`config.mk`:
```
export PLATFORM = sky130hd
export DESIGN_NAME = mcpd_level_gen
export DESIGN_NICKNAME = d
export VERILOG_FILES = /design/src/rtl/mcpd_pkg.sv /design/src/rtl/mcpd_phase_sine.sv /design/src/rtl/mcpd_carrier.sv /design/src/rtl/mcpd_band_cmp.sv /design/src/rtl/mcpd_level_gen.sv
export SDC_FILE = /design/constraint.sdc
export NUM_CORES = 1
export LEC_CHECK = 0
export ABC_AREA = 0
export BUFFER_PORTS_ARGS = -buffer_cell sky130_fd_sc_hd__buf_2
export CORE_MARGIN = 8
export CORE_UTILIZATION = 45
export CTS_BUF_LIST = sky130_fd_sc_hd__clkbuf_8
export CTS_CLUSTER_SIZE = 28
export DETAILED_ROUTE_END_ITERATION = 8
export PLACE_DENSITY = 0.67
export SYNTH_ARGS = -nofsm -noshare
export SYNTH_HDL_FRONTEND = slang
export SYNTH_SLANG_ARGS = --single-unit
```
`constraint.sdc`:
```
create_clock -name clk -period 14 [get_ports clk]
set_clock_uncertainty 0.2 [all_clocks]
set_input_delay 0.7 -clock clk [delete_from_list [all_inputs] [get_ports clk]]
set_output_delay 0.7 -clock clk [all_outputs]
set_load 0.01 [all_outputs]
```
`src/rtl/mcpd_pkg.sv`:
```
package mcpd_pkg;

   typedef enum logic { DIR_UP = 1'b0, DIR_DN = 1'b1 } car_dir_e;

   // signed width able to hold -ncar..+ncar
   function automatic int lvl_width(input int ncar);
      return $clog2(ncar + 1) + 1;
   endfunction

   // full-scale reference amplitude: ncar bands of 2**band_w
   function automatic int full_scale(input int ncar, input int band_w);
      return ncar * (1 << band_w);
   endfunction

endpackage

```
`src/rtl/mcpd_phase_sine.sv`:
```
module mcpd_phase_sine #(
   parameter int PH_W   = 24,
   parameter int LUT_AW = 6,
   parameter int MI_W   = 10,
   parameter int FS     = 1536,
   parameter int MAG_W  = 11
) (
   input  logic              clk,
   input  logic              rst_n,
   input  logic [PH_W-1:0]   step,
   input  logic [MI_W-1:0]   idx,
   output logic [MAG_W-1:0]  ref_mag,
   output logic              ref_neg,
   output logic [PH_W-1:0]   phase
);
   localparam int    NPTS   = 1 << LUT_AW;
   localparam int    MI_FR  = MI_W - 1;
   localparam int    PROD_W = MAG_W + MI_W;
   localparam real   PI_C   = 3.141592653589793;
   localparam logic [MI_W-1:0] UNITY = MI_W'(1) << MI_FR;

   function automatic int quarter_pt(input int i);
      real ang;
      ang = ($itor(i) + 0.5) * PI_C / (2.0 * NPTS);
      return $rtoi($itor(FS) * $sin(ang) + 0.5);
   endfunction

   logic [MAG_W-1:0]  rom [NPTS];
   logic [PH_W-1:0]   ph_q;
   logic [1:0]        quad;
   logic [LUT_AW-1:0] raw_a;
   logic [LUT_AW-1:0] rd_a;
   logic [MI_W-1:0]   idx_c;
   logic [PROD_W-1:0] prod;

   for (genvar i = 0; i < NPTS; i++) begin : g_rom
      localparam logic [MAG_W-1:0] PT = MAG_W'(quarter_pt(i));
      assign rom[i] = PT;
   end

   always_ff @(posedge clk or negedge rst_n) begin
      if (!rst_n) ph_q <= '0;
      else        ph_q <= ph_q + step;
   end

   assign quad   = ph_q[PH_W-1 -: 2];
   assign raw_a  = ph_q[PH_W-3 -: LUT_AW];
   assign rd_a   = quad[0] ? ~raw_a : raw_a;
   assign idx_c  = (idx > UNITY) ? UNITY : idx;

   always_comb begin
      prod    = PROD_W'(rom[rd_a]) * PROD_W'(idx_c);
      ref_mag = MAG_W'(prod >> MI_FR);
   end

   assign ref_neg = quad[1];
   assign phase   = ph_q;
endmodule

```
`src/rtl/mcpd_carrier.sv`:
```
module mcpd_carrier
   import mcpd_pkg::*;
#(
   parameter int BAND_W = 8,
   parameter int PER_W  = 8
) (
   input  logic              clk,
   input  logic              rst_n,
   input  logic [PER_W-1:0]  per_in,
   output logic [BAND_W:0]   car,
   output logic [PER_W-1:0]  per_act
);
   localparam int          CW  = BAND_W + 1;
   localparam logic [CW-1:0] TOP = CW'(1) << BAND_W;

   logic [PER_W-1:0] div_q;
   logic [CW-1:0]    c_q;
   car_dir_e         dir_q;
   logic             tick;

   assign tick = (div_q == per_act);

   always_ff @(posedge clk or negedge rst_n) begin
      if (!rst_n) begin
         div_q   <= '0;
         c_q     <= '0;
         dir_q   <= DIR_UP;
         per_act <= '0;
      end else if (tick) begin
         div_q <= '0;
         if (dir_q == DIR_UP) begin
            c_q <= c_q + 1'b1;
            if (c_q + 1'b1 == TOP) dir_q <= DIR_DN;
         end else begin
            c_q <= c_q - 1'b1;
            if (c_q == CW'(1)) begin
               dir_q   <= DIR_UP;
               per_act <= per_in;
            end
         end
      end else begin
         div_q <= div_q + 1'b1;
      end
   end

   assign car = c_q;
endmodule

```
`src/rtl/mcpd_band_cmp.sv`:
```
module mcpd_band_cmp #(
   parameter int NCAR   = 6,
   parameter int BAND_W = 8,
   parameter int MAG_W  = 11,
   parameter int CNT_W  = 3
) (
   input  logic [MAG_W-1:0]  ref_mag,
   input  logic [BAND_W:0]   car,
   output logic [CNT_W-1:0]  cnt
);
   localparam int SW = MAG_W + 2;

   logic [NCAR-1:0] hit;

   for (genvar k = 0; k < NCAR; k++) begin : g_band
      localparam logic [SW-1:0] BASE = SW'(k) << BAND_W;
      assign hit[k] = SW'(ref_mag) > (BASE + SW'(car));
   end

   always_comb begin
      cnt = '0;
      for (int k = 0; k < NCAR; k++) cnt = cnt + CNT_W'(hit[k]);
   end
endmodule

```
`src/rtl/mcpd_level_gen.sv`:
```
module mcpd_level_gen
   import mcpd_pkg::*;
#(
   parameter int NCAR   = 6,
   parameter int BAND_W = 8,
   parameter int PH_W   = 24,
   parameter int LUT_AW = 6,
   parameter int MI_W   = 10,
   parameter int PER_W  = 8,
   localparam int LVL_W = lvl_width(NCAR)
) (
   input  logic                    clk,
   input  logic                    rst_n,
   input  logic [MI_W-1:0]         mod_idx,
   input  logic [PER_W-1:0]        car_per,
   input  logic [PH_W-1:0]         ref_step,
   output logic signed [LVL_W-1:0] level,
   output logic                    polarity
);
   localparam int FS    = full_scale(NCAR, BAND_W);
   localparam int MAG_W = $clog2(FS + 1);
   localparam int CNT_W = $clog2(NCAR + 1);

   if (NCAR < 1)              begin : g_bad_ncar  $error("NCAR must be at least 1"); end
   if (BAND_W < 2)            begin : g_bad_band  $error("BAND_W must be at least 2"); end
   if (LUT_AW < 2)            begin : g_bad_lut   $error("LUT_AW must be at least 2"); end
   if (MI_W < 2)              begin : g_bad_mi    $error("MI_W must be at least 2"); end
   if (PH_W < LUT_AW + 2)     begin : g_bad_ph    $error("PH_W too narrow for table"); end

   logic [MAG_W-1:0] ref_mag;
   logic             ref_neg;
   logic [PH_W-1:0]  phase;
   logic [BAND_W:0]  car_val;
   logic [PER_W-1:0] per_act;
   logic [CNT_W-1:0] cnt;
   logic signed [LVL_W-1:0] lvl_d;

   mcpd_phase_sine #(
      .PH_W(PH_W), .LUT_AW(LUT_AW), .MI_W(MI_W), .FS(FS), .MAG_W(MAG_W)
   ) u_ref (
      .clk(clk), .rst_n(rst_n), .step(ref_step), .idx(mod_idx),
      .ref_mag(ref_mag), .ref_neg(ref_neg), .phase(phase)
   );

   mcpd_carrier #(.BAND_W(BAND_W), .PER_W(PER_W)) u_car (
      .clk(clk), .rst_n(rst_n), .per_in(car_per), .car(car_val), .per_act(per_act)
   );

   mcpd_band_cmp #(
      .NCAR(NCAR), .BAND_W(BAND_W), .MAG_W(MAG_W), .CNT_W(CNT_W)
   ) u_cmp (
      .ref_mag(ref_mag), .car(car_val), .cnt(cnt)
   );

   always_comb begin
      lvl_d = signed'(LVL_W'(cnt));
      if (ref_neg) lvl_d = -lvl_d;
   end

   always_ff @(posedge clk or negedge rst_n) begin
      if (!rst_n) begin
         level    <= '0;
         polarity <= 1'b0;
      end else begin
         level    <= lvl_d;
         polarity <= ref_neg;
      end
   end
endmodule

```
Word level (Yosys, flattened, before mapping)
Memory sizes are Yosys's and may differ from the RTL's.
Index checks and enable logic that the tools add are counted.
{"block": "totals", "register_bits": 55, "mem_bits_ro": 704, "in_bits": 44, "output_inout_bits": 5, "word_cells": 48, "mem_count": 1}
{"block": "classes", "addsub": 15, "mul": 1, "magnitude_cmp": 8, "eq_ne": 3, "muxes": 10, "n_bitwise": 2, "reduce_logical": 1}
{"memory": "(no name shown)", "words": 64, "width": 11, "rd": 1, "rd_ports_with_merged_regs": 0, "write_ports": 0, "line": "mcpd_phase_sine.sv:52", "source": "prod = PROD_W'(rom[rd_a]) * PROD_W'(idx_c);"}
{"operator": "> comparator 11 x 13 -> 1 bit", "n": 5}
{"operator": "adder 11 x 9 -> 12 bit, first input constant", "n": 2}
{"operator": "adder 24 bit", "n": 1}
{"operator": "adder 10 x 9 -> 11 bit, first input constant", "n": 2}
{"operator": "two-way mux 11 bit", "n": 2}
{"operator": "multiplier 11 x 10 -> 20 bit", "n": 1}
{"operator": "adder 3 x 1 -> 3 bit", "n": 4}
{"operator": "> comparator 11 x 9 -> 1 bit", "n": 1}
{"operator": "adder 9 x 9 -> 10 bit, first input constant", "n": 1}
{"operator": "> comparator 10 bit, second input constant", "n": 1}
{"operator": "two-way mux 10 bit", "n": 1}
{"operator": "adder 9 x 1 -> 9 bit, second input constant", "n": 1}
{"operator": "equality test 9 x 1 -> 1 bit, second input constant", "n": 1}
{"operator": "equality test 9 bit, second input constant", "n": 1}
{"operator": "two-way mux 9 bit", "n": 1}
{"operator": "subtractor 9 x 1 -> 9 bit, second input constant", "n": 1}
{"operator": "adder 8 x 1 -> 8 bit, second input constant", "n": 1}
{"operator": "equality test 8 bit", "n": 1}
{"operator": "two-way mux 8 bit", "n": 1}
{"operator": "greater-or-equal comparator 7 bit, second input constant", "n": 1}
{"operator": "NOT 6 -> 7 bit", "n": 1}
{"operator": "two-way mux 6 bit", "n": 1}
{"operator": "NOT 6 bit", "n": 1}
{"operator": "two-way mux 4 bit", "n": 1}
{"operator": "4 further kinds", "n": 6}

Depth between registers and ports, before layout
{"block": "logic_depth", "depth_word": 15, "ltp_mapped": 53, "ltp_nobuf": 48}

By module
Synthesis repeated with hierarchy kept, for this count alone.
{"block": "unflattened", "cells_unflattened": 1070, "hier_area_um2": 9003.6}
{"module": "mcpd_phase_sine", "n_inst": 1, "cells_per_inst": 854, "area_per_inst_um2": 6830.3, "seq_area_each_um2": 600.6}
{"module": "mcpd_carrier", "n_inst": 1, "cells_per_inst": 135, "area_per_inst_um2": 1462.7, "seq_area_each_um2": 650.6}
{"module": "mcpd_band_cmp", "n_inst": 1, "cells_per_inst": 68, "area_per_inst_um2": 533.0, "seq_area_each_um2": 0.0}
{"module": "mcpd_level_gen", "n_inst": 1, "cells_per_inst": 13, "area_per_inst_um2": 177.7, "seq_area_each_um2": 125.1}

Worst setup path before layout
No wires, ideal clock.
{"block": "synth_path", "kind": "register -> register", "from": "reg u_ref.ph_q[22] (netlist: u_ref.phase[22])", "to": "reg level[1]", "setup_time_ns": 0.128, "arrival_time_ns": 10.723, "required_ns": 13.672, "slack_ns": 2.949, "path_stages_with_launch": 51, "path_buffers": 5, "period_less_slack_ns": 11.051, "cell_sequence": "dfrtp_1 buf_4 buf_4 buf_4 buf_2 xor2_1 inv_1 ha_1 buf_2 a221oi_1 nor2_1 a21oi_1 nor2_1 a21oi_1 nand2b_1 fa_1 inv_1 fa_1 (+15 left out) nor2_1 xnor2_1 ha_1 o21a_1 o21a_1 o21a_1 o21bai_1 a21boi_0 a2bb2oi_1 or2_2 ha_1 inv_1 fa_1 fa_1 fa_1 ha_1 nand2_1 o21ai_0"}
{"block": "synth_between", "elab_chain_len": 14, "word_cells_on_any_way": 19, "classes_between": "add/sub (6); mul (1); order compare (6); mux (4); bitwise (1); memory (1)"}
{"item": "start: declaration", "line": "mcpd_phase_sine.sv:29", "source": "logic [PH_W-1:0] ph_q;"}
{"item": "start signal: assignment", "line": "mcpd_phase_sine.sv:43", "source": "else ph_q <= ph_q + step;"}
{"item": "two-way mux 6 bit *", "line": "mcpd_phase_sine.sv:48", "source": "assign rd_a = quad[0] ? ~raw_a : raw_a;"}
{"item": "NOT 6 -> 7 bit (implied by the code) *", "line": "mcpd_phase_sine.sv:52"}
{"item": "memory (64 x 11 bit) *"}
{"item": "two-way mux 11 bit (implied by the code) * (2 in a row)", "line": "mcpd_phase_sine.sv:52"}
{"item": "multiplier 11 x 10 -> 20 bit *", "line": "mcpd_phase_sine.sv:52"}
{"item": "> comparator 11 x 13 -> 1 bit / > comparator 11 x 9 -> 1 bit (equally long branches)", "line": "mcpd_band_cmp.sv:17", "source": "assign hit[k] = SW'(ref_mag) > (BASE + SW'(car));"}
{"item": "adder 1 x 1 -> 2 bit", "line": "mcpd_band_cmp.sv:22", "source": "for (int k = 0; k < NCAR; k++) cnt = cnt + CNT_W'(hit[k]);"}
{"item": "adder 3 x 1 -> 3 bit (3 in a row)", "line": "mcpd_band_cmp.sv:22"}
{"item": "adder 3 x 1 -> 3 bit *", "line": "mcpd_band_cmp.sv:22"}
{"item": "negation 3 -> 4 bit", "line": "mcpd_level_gen.sv:57", "source": "if (ref_neg) lvl_d = -lvl_d;"}
{"item": "two-way mux 4 bit *", "line": "mcpd_level_gen.sv:57"}
{"item": "via lvl_d[1]", "line": "mcpd_level_gen.sv:36", "source": "logic signed [LVL_W-1:0] lvl_d;"}
{"item": "end signal: assignment", "line": "mcpd_level_gen.sv:65", "source": "level <= lvl_d;"}
{"item": "end: declaration", "line": "mcpd_level_gen.sv:17", "source": "output logic signed [LVL_W-1:0] level,"}
The timed path passes the listed nets; every way through them passes the cells marked *. The select of a mux whose other input is x is not followed.
A chain may end at the register's enable or synchronous reset.

Worst setup path in the final report
Same ends and word-level chain as after synthesis.

==> impl_results.md <==
- Status: finished clean
- I/O Buffers: 48
- CTS tree: yes
- Distinct cell type count after synthesis: just over 70
- Worst Hold Depth: 1
- Post-CTS Resized: 0
- Hold_sp: u_ref.phase[0]
- Post-route setup TNS: 0 ns
- CP arrival: between 10 and 15 ns
- Synth Flop Type: dfrtp_1
- H-tree depth: 2
- Commonest non-fill, non-tap cell in the layout: nor2_1
- CP max stage delay: 0.95 ns
- Clk buf depth: 2
- Final Net Count: 1278
- Share of the synthesized area in the top cell type: approximately 17%
- Vias in the first global route: 7482
- Final period utilization: 87.1%
- CTS Buf Count: 5
- Num ports: slightly below 50
- Crit Path Class: reg2reg
- Avg WL per Cell: 16.1 µm
- CTS root buf: clkbuf_8
- Fin worst setup slack: about 1.8 ns
- Detailed Routing Iterations Pass 1: 5
- Leading post-synthesis cells by cell area: fa_1, dfrtp_1, ha_1, nor2_1, inv_1
- Synth Area in Adders: 31.2%
- Antenna-violating nets left: 0
- Worst skew pair latency: 0.31 ns
- Fmax: 82.0 MHz
- CTS clk-pin slew, worst paths: around 0.09 ns
- Worst Setup SP: u_ref.phase[22]
- RSZ-0062 raised after global routing: false
- CP Launch Type: flip-flop
- Die area: about 24000 µm²
- Seq cells post-synth: 55
- Initial Util: 45.7%
- Worst-Margin Slew: roughly 1.1 ns
- CP most frequent cell: fa_1
- Hpwl dp: approximately 16000 µm
- Commonest cells after routing, fill and taps aside: nor2_1, inv_1, ha_1, nand2_1, fa_1
- Post-synthesis sequential area ratio: 16.1%
- Grt total ovfl: 0
- Slowest cell on the critical path: dfrtp_1
- Async S/R FF share, synth: between 90% and 100%
- Clock Sinks: 55
- First-pass GRT wire length: ~36000 µm
- Critical Path RT: between 10 and 15 ns
- Worst slew margin: 25.6%
- Worst Setup End Kind: flip-flop
- Chip height: 154 µm
- Area growth syn-to-layout: 6.10%
- Die width: about 150 µm
- Starting DRT DRC Count: ~650
- Post-route DRC: 0
- Vias per std cell: 5.65
- Global-route usage over all layers: 18.2%
- Final min period: 12.19 ns
- Antenna violations before repair: 0
- Dpl ws: about 1.9 ns
- Slew Limit Fails: 0
- Final setup violation count: 0
- Setup Buffers After CTS: 0
- Mean post-synth cell area: 8.26 µm²
- Largest family of logic cells by synthesized area: adder cells
- Via count: about 7300
- Routed WL: 20900 µm
- Post-cts hold buffer count: 0
- Core box area: ~19000 µm²
- Reg2Reg Launch Point: u_ref.phase[22]
- Synth Area in XOR/XNOR: under 10%
- Syn nets: approximately 1200
- Compound-Gate Fraction of Synth Area: 16.5%
- CP Max Fanout: 24
- EDFF count, synth: 0
- Yosys top cell by area: fa_1
- N_diodes: 0
- R2R cell count: 46
- Layout cells sized above 1: 8.83%
- Mapped cell area: 8550 µm²
- Row count: 50
- Syn. warnings: 0
- HP Class: reg2reg
- Largest net degree at the start of global routing: 56
- Post-Synth Simple-Gate Area: around 20%
- Total of max-cap violations: 0
- Cells after Synth: 1035
- Hold Vio Cnt, Final: 0
- Multiplexer share of the synthesized area: 1.70%
- RePlAce Congestion: 0.924
==> layer usage <==
metal | up-vias | track usage, % | share of wire, % | wire [µm]
met5 | - | 0 | 0 | 0
met4 | 0 | 4.76 | 1.8 | 366
met3 | 26 | 3.50 | 6.6 | 1380
met2 | 244 | 30.2 | 47 | 9830
met1 | 3499 | 23.9 | 44 | 9280
li1 | 3562 | - | - | -
==> metrics by stage <==
step	cells	instance area (µm²)	util [%]	hold WS (ns)
after floorplan	1035	8550	-	0.204
after global placement	1291	8980	48.0	0.254
after detailed placement	1291	8980	48.0	0.261
after CTS	1298	9070	48.5	0.284
after global routing	1298	9070	48.5	0.292
final	1298	9070	48.5	0.282
==> worst max-delay path, delay by kind of cell (launching register included) <==
kind / cells / cell delay, ns
compound gates: 16 / 3.03
xor+xnor: 2 / 0.67
fa+ha+maj: 13 / 5.20
buf+inv: 5 / 0.43
flops: 1 / 0.95
simple gates: 10 / 1.61
==> cells in the mapped netlist (all sizes together) (9+ instances only) <==
library cell / number
a21oi: 65
a31oi: 10
and2: 9
buf: 23
clkbuf: 13
dfrtp: 55
fa: 72
ha: 98
inv: 115
mux2: 10
nand2: 85
nand2b: 25
nand3: 18
nand4: 12
nor2: 124
nor2b: 33
nor3: 15
o21a: 13
o21ai: 49
or2: 9
xnor2: 50
xor2: 21
==> state kept, by name (all words and copies together) (netlist names) <==
register,flops
u_ref.phase,24
u_car.car,9
u_car.div_q,8
u_car.per_act,8
level,4
polarity,1
u_car.dir_q,1
==> cell type report <==
type	instances	area [µm²]
Tap cell	234	293
Clock inverter	1	5.00
Sequential cell	55	1380
Inverter	115	432
Fill cell	1789	9640
Multi-Input combinational cell	829	6570
Timing Repair Buffer	58	315
Clock buffer	6	82.6
==> worst paths after layout <==
kind	slack, ns	end
min reg2reg	0.28	u_ref.phase[0]
max in group asynchronous	12.80	u_ref.phase[20]
max reg2reg	1.81	level[1]
min in group asynchronous	0.31	u_car.div_q[0]
max	1.81	level[1]
min	0.28	u_ref.phase[0]
==> cell families (layout without fill, tap and decap cells) <==
logic type                 count (synthesis)  after routing
and+or+nand+nor                          356            356
AOI/OAI and AO/OA                        220            220
adders and majority gates                170            170
buffers and inverters                    151            180
xor gates and xnor gates                  71             71
DFF                                       55             55
muxes                                     12             12
Power is left out: the tool's default activity adds up to more than one toggle a clock period on the data nets, which glitch-free logic cannot reach.
